--- config.mk ---
export PLATFORM = sky130hd
export DESIGN_NAME = extclk_bypass_ctrl
export DESIGN_NICKNAME = d
export VERILOG_FILES = /design/src/rtl/extclk_bypass_pkg.sv /design/src/rtl/bypass_sync.sv /design/src/rtl/bypass_decide.sv /design/src/rtl/extclk_bypass_ctrl.sv
export SDC_FILE = /design/constraint.sdc
export NUM_CORES = 1
export LEC_CHECK = 0
export ABC_AREA = 1
export CAP_MARGIN = 40
export CELL_PAD_IN_SITES_DETAIL_PLACEMENT = 1
export CELL_PAD_IN_SITES_GLOBAL_PLACEMENT = 2
export CORE_MARGIN = 3
export CORE_UTILIZATION = 32
export CTS_BUF_LIST = sky130_fd_sc_hd__clkbuf_4
export CTS_CLUSTER_DIAMETER = 40
export DETAILED_ROUTE_END_ITERATION = 10
export DONT_BUFFER_PORTS = 1
export HOLD_SLACK_MARGIN = 0.06
export PLACE_DENSITY = 0.73
export SLEW_MARGIN = 0
export SYNTH_ARGS = -nofsm -noshare
export SYNTH_HDL_FRONTEND = slang
export SYNTH_SLANG_ARGS = --single-unit
--- constraint.sdc ---
create_clock -name clk -period 0.9 [get_ports clk]
set_clock_uncertainty 0.2 [all_clocks]
set_input_delay 0.045 -clock clk [delete_from_list [all_inputs] [get_ports clk]]
set_output_delay 0.045 -clock clk [all_outputs]
set_load 0.01 [all_outputs]
--- src/rtl/extclk_bypass_pkg.sv ---
package extclk_bypass_pkg;
  localparam int CODE_W = 4;
  typedef logic [CODE_W-1:0] code_t;
  localparam code_t MB_TRUE  = 4'h6;
  localparam code_t MB_FALSE = 4'h9;
  localparam code_t LC_ON    = 4'hA;
  localparam code_t LC_OFF   = 4'h5;
endpackage

--- src/rtl/bypass_sync.sv ---
module bypass_sync #(
  parameter int W = 4,
  parameter int STAGES = 2,
  parameter logic [W-1:0] RST_VAL = '0
) (
  input  logic         clk,
  input  logic         rst,
  input  logic [W-1:0] d,
  output logic [W-1:0] q
);
  logic [W-1:0] stg [STAGES];

  always_ff @(posedge clk) begin
    if (rst) begin
      for (int i = 0; i < STAGES; i++) stg[i] <= RST_VAL;
    end else begin
      stg[0] <= d;
      for (int i = 1; i < STAGES; i++) stg[i] <= stg[i-1];
    end
  end

  assign q = stg[STAGES-1];
endmodule

--- src/rtl/bypass_decide.sv ---
module bypass_decide
  import extclk_bypass_pkg::*;
(
  input  code_t sel,
  input  code_t hispeed,
  input  code_t dbg_en,
  input  code_t lc_req,
  input  code_t scan,
  output logic  sw_ext,
  output logic  lc_ext,
  output logic  step
);
  logic speed_ok;

  always_comb begin
    sw_ext   = (sel == MB_TRUE) && (dbg_en == LC_ON);
    lc_ext   = (lc_req == LC_ON);
    speed_ok = lc_ext || (sw_ext && (hispeed == MB_TRUE));
    step     = speed_ok && (scan != MB_TRUE);
  end
endmodule

--- src/rtl/extclk_bypass_ctrl.sv ---
module extclk_bypass_ctrl
  import extclk_bypass_pkg::*;
#(
  parameter int NDIV = 2,
  parameter int SYNC_STAGES = 2
) (
  input  logic                  clk,
  input  logic                  rst,
  input  logic [3:0]            sw_sel_i,
  input  logic [3:0]            sw_hispeed_i,
  input  logic [3:0]            sw_jitter_i,
  input  logic [3:0]            dbg_en_i,
  input  logic [3:0]            lc_req_i,
  input  logic [3:0]            scan_i,
  input  logic [3:0]            all_ack_i,
  input  logic [3:0]            io_ack_i,
  input  logic [4*NDIV-1:0]     step_ack_i,
  output logic [3:0]            all_req_o,
  output logic [3:0]            io_req_o,
  output logic [3:0]            step_down_o,
  output logic [3:0]            lc_ack_o,
  output logic [3:0]            status_o,
  output logic [3:0]            jitter_o
);
  localparam int ACK_W = CODE_W * NDIV;

  logic sw_ext, lc_ext, step;
  code_t all_ack_s, io_ack_s;
  logic [ACK_W-1:0] div_ack_s;
  logic [NDIV-1:0]  div_true;
  logic             handshake_done;

  bypass_decide u_decide (
    .sel(sw_sel_i), .hispeed(sw_hispeed_i), .dbg_en(dbg_en_i),
    .lc_req(lc_req_i), .scan(scan_i),
    .sw_ext(sw_ext), .lc_ext(lc_ext), .step(step)
  );

  bypass_sync #(.W(CODE_W), .STAGES(SYNC_STAGES), .RST_VAL(MB_FALSE)) u_sync_all (
    .clk(clk), .rst(rst), .d(all_ack_i), .q(all_ack_s)
  );

  bypass_sync #(.W(CODE_W), .STAGES(SYNC_STAGES), .RST_VAL(MB_FALSE)) u_sync_io (
    .clk(clk), .rst(rst), .d(io_ack_i), .q(io_ack_s)
  );

  bypass_sync #(.W(ACK_W), .STAGES(SYNC_STAGES), .RST_VAL({NDIV{MB_FALSE}})) u_sync_div (
    .clk(clk), .rst(rst), .d(step_ack_i), .q(div_ack_s)
  );

  for (genvar k = 0; k < NDIV; k++) begin : g_div
    assign div_true[k] = (div_ack_s[k*CODE_W +: CODE_W] == MB_TRUE);
  end

  assign handshake_done = (io_ack_s == MB_TRUE) && (&div_true);

  always_ff @(posedge clk) begin
    if (rst) begin
      all_req_o   <= MB_FALSE;
      io_req_o    <= MB_FALSE;
      step_down_o <= MB_FALSE;
      jitter_o    <= MB_FALSE;
      lc_ack_o    <= LC_OFF;
    end else begin
      all_req_o   <= sw_ext ? MB_TRUE : MB_FALSE;
      io_req_o    <= lc_ext ? MB_TRUE : MB_FALSE;
      step_down_o <= step ? MB_TRUE : MB_FALSE;
      jitter_o    <= sw_jitter_i;
      lc_ack_o    <= handshake_done ? lc_req_i : LC_OFF;
    end
  end

  assign status_o = all_ack_s;

  AST_ALL_REQ_QUALIFIED: assert property (@(posedge clk) disable iff (rst)
    (all_req_o == MB_TRUE) |-> $past(sw_sel_i == MB_TRUE && dbg_en_i == LC_ON));
  AST_IO_REQ_FROM_LC: assert property (@(posedge clk) disable iff (rst)
    (io_req_o == MB_TRUE) |-> $past(lc_req_i == LC_ON));
  AST_NO_STEP_IN_SCAN: assert property (@(posedge clk) disable iff (rst)
    (step_down_o == MB_TRUE) |-> $past(scan_i != MB_TRUE));
  AST_LC_ACK_AFTER_HANDSHAKE: assert property (@(posedge clk) disable iff (rst)
    (lc_ack_o != LC_OFF) |-> $past(io_ack_s == MB_TRUE && div_ack_s == {NDIV{MB_TRUE}}));
endmodule

==> key figures, run 1 <==
Detailed routing
  – DRC viols: 0
  – DR vias: 998
  – DRT antenna net count: 0
  – First drt pass iteration count: 3
  – WL/cell: 11.28 um
  – DRT Wirelength: 2697 um
  – Iteration-0 DRC Markers: 17
  – DR vias/cell: 4.176

Worst setup path
  – Critical Path RT: 0.94 ns
  – CP Class: in -> reg
  – Max stage delay on crit path: 0.56 ns
  – Startpoint types: input pin
  – Family with the most delay on the worst path: buffers and inverters
  – Crit path cell chain: dlymetal6s4s_1 > dlygate4sd3_1 > nand4_1 > nor2_2 > inv_1
  – WP buf/inv: 3
  – Slowest-stage cell, CP: dlygate4sd3_1
  – Critical Path End Type: register
  – Crit path max fanout: 3
  – WP data arrival: 1.13 ns

Clock tree
  – Max clock buf depth: 2
  – CTS Sinks: 46
  – # H-tree levels: 2
  – Clock transition at path regs: 0.11 ns
  – TritonCTS Buffers: 5
  – Worst-skew pair later-pin latency: 0.34 ns
  – TritonCTS clock tree: done
  – Post-CTS Repair Setup Buffers: 0
  – Root Driver: clkbuf_4

GRT
  – GR Overflow Total: 0
  – Pin count of the biggest net entering global routing: 39
  – Antenna violations before repair: 0
  – Total track usage: 10.55%
  – Vias in the first global route: 1032
  – First-pass GRT wire length: 4257 um

Timing
  – Max-slew headroom: 87.14%
  – Period utilisation layout: 120.6%
  – Setup_tns: -2.573 ns
  – Hold WS: -0.4376 ns
  – Final count of pins violating max slew: 0
  – Min Clock Period, post-route: 1.086 ns
  – Final WS setup: -0.1856 ns
  – RSZ-0062 raised after global routing: yes
  – Final hold vios: 33
  – Slew @ Worst Pin: 0.1921 ns
  – Maximum clock rate: 0.9211 GHz
  – Final setup violation count: 32

Synth
  – Post-Syn Area: 1490 sq um
  – FF+latch count, synth: 46
  – Post-synthesis sequential area ratio: 61.80%
  – Warnings, synthesis: 0
  – Number of distinct library cells after synthesis: 15
  – Synthesized Nets: 205
  – Syn Inst Count: 163
  – Avg Cell Area, Syn: 9.142 sq um

Layout
  – Nets: 230
  – Area Overhead vs Synth: 25.44%
  – Reg area: 959.7 sq um
  – Most frequent cells in the layout: 35 x inv_1, 27 x dlygate4sd3_1, 27 x dfxtp_1, 22 x nor2_1, 13 x dfxtp_2
  – Layout cells sized above 1: 21.39%
  – Area of the multi-input gates: 331.6 sq um
  – Fill count: 509
  – Most common cell after layout, fill and taps aside: inv_1
  – Fin util: 42.35%
  – Ant. Diodes: 0

Power and ir drop
  – Pwr Density: 1696 nW/um^2
  – Register share of total power: 67.4%
  – Switch share: 20.76%
  – Comb pwr share: 6.6%
  – Total power: 3.171 mW
  – Int Pwr: 2.513 mW
  – Lkg Pwr: 0.9026 nW
  – Maximum VDD drop: 0.0006440 V
  – Sw power: 0.6583 mW
  – Clk pwr share: 26.0%

Floorplanning
  – Die height: 74.24 um
  – Io pins: 66
  – Die X: 74.24 um
  – Initial Util: 33.76%
  – Floorplan row count: 24
  – Core area: 4414 sq um
  – Die Area: 5512 sq um

Placement
  – Routability cong.: 0.6342
  – # port buffers: 0
  – Dpl hpwl: 1817 um

Job
  – Maxcap violations: 0

Min path
  – Hold WC Path Type: in -> reg

Status
  – Failing checks: hold timing, setup timing
  – Status: finished with violations
## registers in the layout (all words and copies together), names as in the netlist
name / count
u_sync_io.stg: 8
io_req_o: 2
u_sync_all.stg: 8
jitter_o: 4
all_req_o: 2
u_sync_div.stg: 16
step_down_o: 2
lc_ack_o: 4
## synth_stat cells, drive strengths merged
cell type  instances  area, sq um
nor2              27        106.4
a21oi              1        5.000
nand4              3        18.77
nand3              5        25.02
dfxtp             46        920.9
buf               14        113.9
nand2             11        41.29
nand3b             1        7.510
or2               18        112.6
inv               37        138.9
## area by class of cell
type	count	area share, %
Sequential cell	46	51.34
Multi-Input combinational cell	66	17.74
Clock buffer	5	2.008
Inverter	37	7.430
Timing Repair Buffer	32	17.80
Clock inverter	1	0.2008
Tap cell	52	3.481
## path summary, 6_finish.rpt
path,from,endpoint,depth (start not counted),slack (ns)
setup / recovery,lc_req_i[3],io_req_o[0]$_SDFF_PP1_,5,-0.19
hold / removal,rst,io_req_o[2]$_SDFF_PP0_,1,-0.44
setup reg to reg,u_sync_div.stg[0][11]$_SDFF_PP1_,lc_ack_o[3]$_SDFF_PP0_,5,-0.17
hold reg to reg,u_sync_all.stg[0][1]$_SDFF_PP0_,u_sync_all.stg[0][5]$_SDFF_PP0_,2,0.21
## metrics by stage
stage / cell area, sq um / hold slack [ns] / worst slack (ns) / cells
CTS: 1852 / -0.4656 / -0.1912 / 240
finish: 1869 / -0.4376 / -0.1856 / 239
global route: 1869 / -0.4909 / -0.2790 / 239
floorplan: 1490 / -0.05786 / -0.04848 / 163
global placement: 1441 / -0.07984 / -0.1143 / 201
detailed placement: 1441 / -0.07593 / -0.1744 / 201
## routing by layer
layer	wire, um	vias to the layer above	global-route usage, %
li1	-	500	-
met1	973	456	9.461
met2	1445	36	19.59
met3	228	6	5.405
met4	50	0	4.743
met5	0	-	0
## power by group through the flow
stage,registers (mW),logic [mW],clock network [mW]
2_1_floorplan,2.18,0.130,0
3_3_place_gp,2.19,0.0911,0
3_5_place_dp,2.20,0.0967,0
4_1_cts,2.14,0.205,0.893
5_1_grt,2.15,0.237,0.990
6_report,2.14,0.210,0.825
## worst register-to-register path, cell delays in order, from the launching register on
cell and delay, ns:
dfxtp_2 0.33, inv_2 0.04, nand4_1 0.10, nor2_2 0.18, nand2_2 0.08, nor2_1 0.08
## what timing repair did
| item | 4_1_cts | 5_1_grt |
|---|---|---|
| hold buffers | 33 | 3 |
| pin swaps | 2 | 10 |
| resized for setup | 24 | 12 |
| endpoints found under the setup margin | 28 | 34 |
| endpoints found under the hold margin | 46 | 36 |
## cells by family after synthesis
| kind of cell | after synthesis | share of synthesized area [%] |
|---|---|---|
| AO/OA/AOI/OAI | 1 | 0.3355 |
| buffers and inverters | 51 | 16.96 |
| flip-flops | 46 | 61.80 |
| AND/OR/NAND/NOR | 65 | 20.91 |
(Power assumes the default switching activity.)
==> run 2, diff against run 1 <==
--- a/config.mk
+++ b/config.mk
@@ -5,18 +5,17 @@
 export SDC_FILE = /design/constraint.sdc
 export NUM_CORES = 1
 export LEC_CHECK = 0
-export ABC_AREA = 1
 export CAP_MARGIN = 40
 export CELL_PAD_IN_SITES_DETAIL_PLACEMENT = 1
 export CELL_PAD_IN_SITES_GLOBAL_PLACEMENT = 2
 export CORE_MARGIN = 3
-export CORE_UTILIZATION = 32
+export CORE_UTILIZATION = 35
 export CTS_BUF_LIST = sky130_fd_sc_hd__clkbuf_4
 export CTS_CLUSTER_DIAMETER = 40
 export DETAILED_ROUTE_END_ITERATION = 10
 export DONT_BUFFER_PORTS = 1
 export HOLD_SLACK_MARGIN = 0.06
-export PLACE_DENSITY = 0.73
+export PLACE_DENSITY = 0.74
 export SLEW_MARGIN = 0
 export SYNTH_ARGS = -nofsm -noshare
 export SYNTH_HDL_FRONTEND = slang
==> run 2 against run 1 <==
Net effect: the run still ends with hold timing, setup timing left; critical path depth is 2 lower; total power is 12% higher; fmax is 28% lower; core utilization is 4.9 points higher.
==> key figures, run 2 <==
Layout
  – Top flop regs: u_sync_div.stg: 16 flops, u_sync_all.stg: 8 flops, u_sync_io.stg: 8 flops (unchanged)
  – Final Cell Area: 1795 sq um (was 1869 sq um)
  – Ant. Diodes: 0 (unchanged)
  – Nets: 178 (was 230)
  – Layout cells sized above 1: 37.23% (was 21.39%)
  – Max reg flops: 16 (unchanged)
  – Non-filler cells, final: 185 (was 239)
  – Most frequent cells in the layout: 29 x dfxtp_1, 21 x dlygate4sd3_1, 18 x or2_2, 18 x nor2b_1, 11 x dfxtp_2 (was 35 x inv_1, 27 x dlygate4sd3_1, 27 x dfxtp_1, 22 x nor2_1, 13 x dfxtp_2)
  – Most common cell after layout, fill and taps aside: dfxtp_1 (was inv_1)
  – Fill count: 400 (was 509)
  – Largest Register: u_sync_div.stg (unchanged)
  – Area Overhead vs Synth: 25.99% (was 25.44%)

Synth
  – Avg Cell Area, Syn: 12.08 sq um (was 9.142 sq um)
  – Warnings, synthesis: 0 (unchanged)
  – Post-Syn Area: 1425 sq um (was 1490 sq um)
  – Post-synth top cells: 46 x dfxtp_1, 20 x or2_2, 18 x nor2b_1 (was 46 x dfxtp_1, 36 x inv_1, 25 x nor2_1)
  – Top FF cell, synth: dfxtp_1 (unchanged)
  – Ys async rst share: 0% (unchanged)
  – Largest area contributor in the netlist: dfxtp_1 (unchanged)
  – Most common cell in the synthesized netlist: dfxtp_1 (unchanged)
  – Post-synthesis sequential area ratio: 64.62% (was 61.80%)
  – Top-area cell type share of the netlist area: 64.62% (was 61.80%)
  – Largest cells by area after synthesis: dfxtp_1 65%, or2_2 8.8%, nor2b_1 7.9% (was dfxtp_1 62%, inv_1 9.1%, nor2_1 6.3%)
  – Number of distinct library cells after synthesis: 18 (was 15)
  – Synthesized Nets: 160 (was 205)
  – FF+latch count, synth: 46 (unchanged)
  – Post-synth EDFFs: 0 (unchanged)
  – Syn Inst Count: 118 (was 163)

Clock tree
  – # H-tree levels: 2 (unchanged)
  – TritonCTS Buffers: 5 (unchanged)
  – CTS Sinks: 46 (unchanged)
  – Worst-skew pair later-pin latency: 0.35 ns (was 0.34 ns)
  – Max clock buf depth: 2 (unchanged)
  – TritonCTS clock tree: done (unchanged)
  – Root Driver: clkbuf_4 (unchanged)
  – Clock transition at path regs: 0.12 ns (was 0.11 ns)

Placement
  – Dpl cell area: 1396 sq um (was 1441 sq um)
  – # port buffers: 0 (unchanged)
  – Inst Count DP: 152 (was 201)
  – Routability cong.: 0.6241 (was 0.6342)
  – Dpl hpwl: 1450 um (was 1817 um)

Detailed routing
  – DR vias: 838 (was 998)
  – DRC viols: 0 (unchanged)
  – First drt pass iteration count: 3 (unchanged)
  – Iteration-0 DRC Markers: 13 (was 17)
  – WL/cell: 12.71 um (was 11.28 um)
  – DRT antenna net count: 0 (unchanged)
  – DR vias/cell: 4.530 (was 4.176)
  – DRT Wirelength: 2352 um (was 2697 um)

Worst setup path
  – FF-to-FF Start: u_sync_div.stg[0][12]$_SDFF_PP1_ (was u_sync_div.stg[0][11]$_SDFF_PP1_)
  – WP data arrival: 1.60 ns (was 1.13 ns)
  – Critical Path RT: 1.00 ns (was 0.94 ns)
  – RR Endpoint: lc_ack_o[1]$_SDFF_PP0_ (was lc_ack_o[3]$_SDFF_PP0_)
  – Critical Path End Type: register (unchanged)
  – Crit path max fanout: 4 (was 3)
  – Startpoint types: register (was input pin)
  – R2R depth: 3 (was 5)
  – FF-to-FF setup slack: -0.60 ns (was -0.17 ns)
  – CP Class: reg -> reg (was in -> reg)

Power and ir drop
  – Pwr Density: 1977 nW/um^2 (was 1696 nW/um^2)
  – Maximum VDD drop: 0.0007969 V (was 0.0006440 V)
  – Lkg Pwr: 0.7219 nW (was 0.9026 nW)

Timing
  – Final WS setup: -0.5985 ns (was -0.1856 ns)
  – Max-slew headroom: 69.62% (was 87.14%)
  – Slew @ Worst Pin: 0.4496 ns (was 0.1921 ns)
  – Final count of pins violating max slew: 0 (unchanged)
  – Hold WS: -0.4513 ns (was -0.4376 ns)
  – Maximum clock rate: 0.6673 GHz (was 0.9211 GHz)
  – Min Clock Period, post-route: 1.498 ns (was 1.086 ns)
  – RSZ-0062 raised after global routing: yes (unchanged)
  – Period utilisation layout: 166.5% (was 120.6%)
  – Final setup violation count: 32 (unchanged)
  – Final hold vios: 36 (was 33)

Min path
  – Hold WC Path Type: in -> reg (unchanged)
  – Hold path cells: 1 (unchanged)
  – HP Start: rst (unchanged)
  – WHS Endpoint: step_down_o[2]$_SDFF_PP0_ (was io_req_o[2]$_SDFF_PP0_)

GRT
  – Antenna violations before repair: 0 (unchanged)
  – First-pass GRT wire length: 3726 um (was 4257 um)
  – Vias in the first global route: 863 (was 1032)
  – GR Overflow Total: 0 (unchanged)
  – Pin count of the biggest net entering global routing: 43 (was 39)
  – Total track usage: 10.11% (was 10.55%)

Floorplanning
  – Initial Util: 37.52% (was 33.76%)
  – Die X: 69.81 um (was 74.24 um)
  – Die Area: 4873 sq um (was 5512 sq um)
  – Core area: 3799 sq um (was 4414 sq um)
  – Die height: 69.81 um (was 74.24 um)
  – Io pins: 66 (unchanged)
  – Floorplan row count: 22 (was 24)

Status
  – Status: finished with violations (unchanged)
  – Failing checks: hold timing, setup timing (unchanged)

Job
  – Maxcap violations: 0 (unchanged)
## run 2: cell count changes after synthesis, moves of 3 or more
cell / delta
nand2b_1: +3
nor2b_1: +18
nand2_1: -10
inv_1: -35
or2_1: -11
or2_2: +13
nor4bb_1: +3
nor2_1: -24
clkbuf_1: +3
and2_1: +3
nand4_1: -3
nand3_1: -5
nand4bb_1: +3
buf_6: -3
## run 2: kinds of logic after synthesis
kind of cell,count (synthesis),synth area share (%)
DFF,46,64.62
and+or+nand+nor,55,27.30
buffers and inverters,15,6.672
AOI/OAI and AO/OA,2,1.405
## run 2: per-stage QoR
stage,total power [mW],hold WS (ns),setup TNS (ns),setup slack [ns],util (%)
after floorplan,2.284,-0.05353,-2.233,-0.4733,-
after global routing,3.718,-0.4915,-7.274,-0.6895,47.27
final,3.551,-0.4513,-5.629,-0.5985,47.27
after CTS,3.585,-0.4724,-5.971,-0.6211,46.21
after global placement,2.265,-0.07806,-2.582,-0.5013,36.76
after detailed placement,2.269,-0.07419,-2.964,-0.5777,36.76
## run 2: how the worst max path moves through the flow
stage / from / end / slack [ns] / depth (start not counted)
4_1_cts: u_sync_div.stg[0][12]$_SDFF_PP1_ / lc_ack_o[1]$_SDFF_PP0_ / -0.62 / 3
3_5_place_dp: u_sync_div.stg[0][12]$_SDFF_PP1_ / lc_ack_o[1]$_SDFF_PP0_ / -0.58 / 3
5_1_grt: u_sync_div.stg[0][12]$_SDFF_PP1_ / lc_ack_o[1]$_SDFF_PP0_ / -0.69 / 3
3_3_place_gp: u_sync_div.stg[0][12]$_SDFF_PP1_ / lc_ack_o[3]$_SDFF_PP0_ / -0.50 / 3
2_1_floorplan: u_sync_div.stg[0][12]$_SDFF_PP1_ / lc_ack_o[1]$_SDFF_PP0_ / -0.47 / 3
6_report: u_sync_div.stg[0][12]$_SDFF_PP1_ / lc_ack_o[1]$_SDFF_PP0_ / -0.60 / 3
## run 2: report_power, final
part | leakage, nW | switching, mW | internal (mW) | total (mW)
Sequential | 0.381 | 0.0289 | 2.10 | 2.13
Clock | 0.0463 | 0.596 | 0.650 | 1.25
Combinational | 0.294 | 0.0392 | 0.136 | 0.175
## run 2: cell type report
| cell class | instances | area, sq um | area share [%] |
|---|---|---|---|
| inverter | 1 | 3.754 | 0.2091 |
| clock inverter | 1 | 30.03 | 1.672 |
| sequential | 46 | 957.2 | 53.31 |
| timing repair buffer | 25 | 252.7 | 14.08 |
| multi-input combinational | 57 | 439.2 | 24.46 |
| tap | 48 | 60.06 | 3.345 |
| clock buffer | 7 | 52.55 | 2.927 |
## run 2: worst max-delay path, cell delays in order, from the launching register on
cell and delay, ns:
dfxtp_1 0.32, or4b_4 0.52, nor4_4 0.22, and2_1 0.19
## run 2: what timing repair did
action | in CTS | in global routing
endpoints found under the setup margin | 28 | 33
endpoints found under the hold margin | 46 | 36
pin swaps | 0 | 3
resized for setup | 23 | 12
buffers inserted | 0 | 0
hold buffers | 24 | 1
## run 2: layer usage
layer | routed length (um) | up-vias | GRT usage [%]
li1 | - | 398 | -
met1 | 852 | 386 | 9.196
met2 | 1216 | 47 | 17.63
met3 | 229 | 7 | 5.507
met4 | 53 | 0 | 5.745
met5 | 0 | - | 0
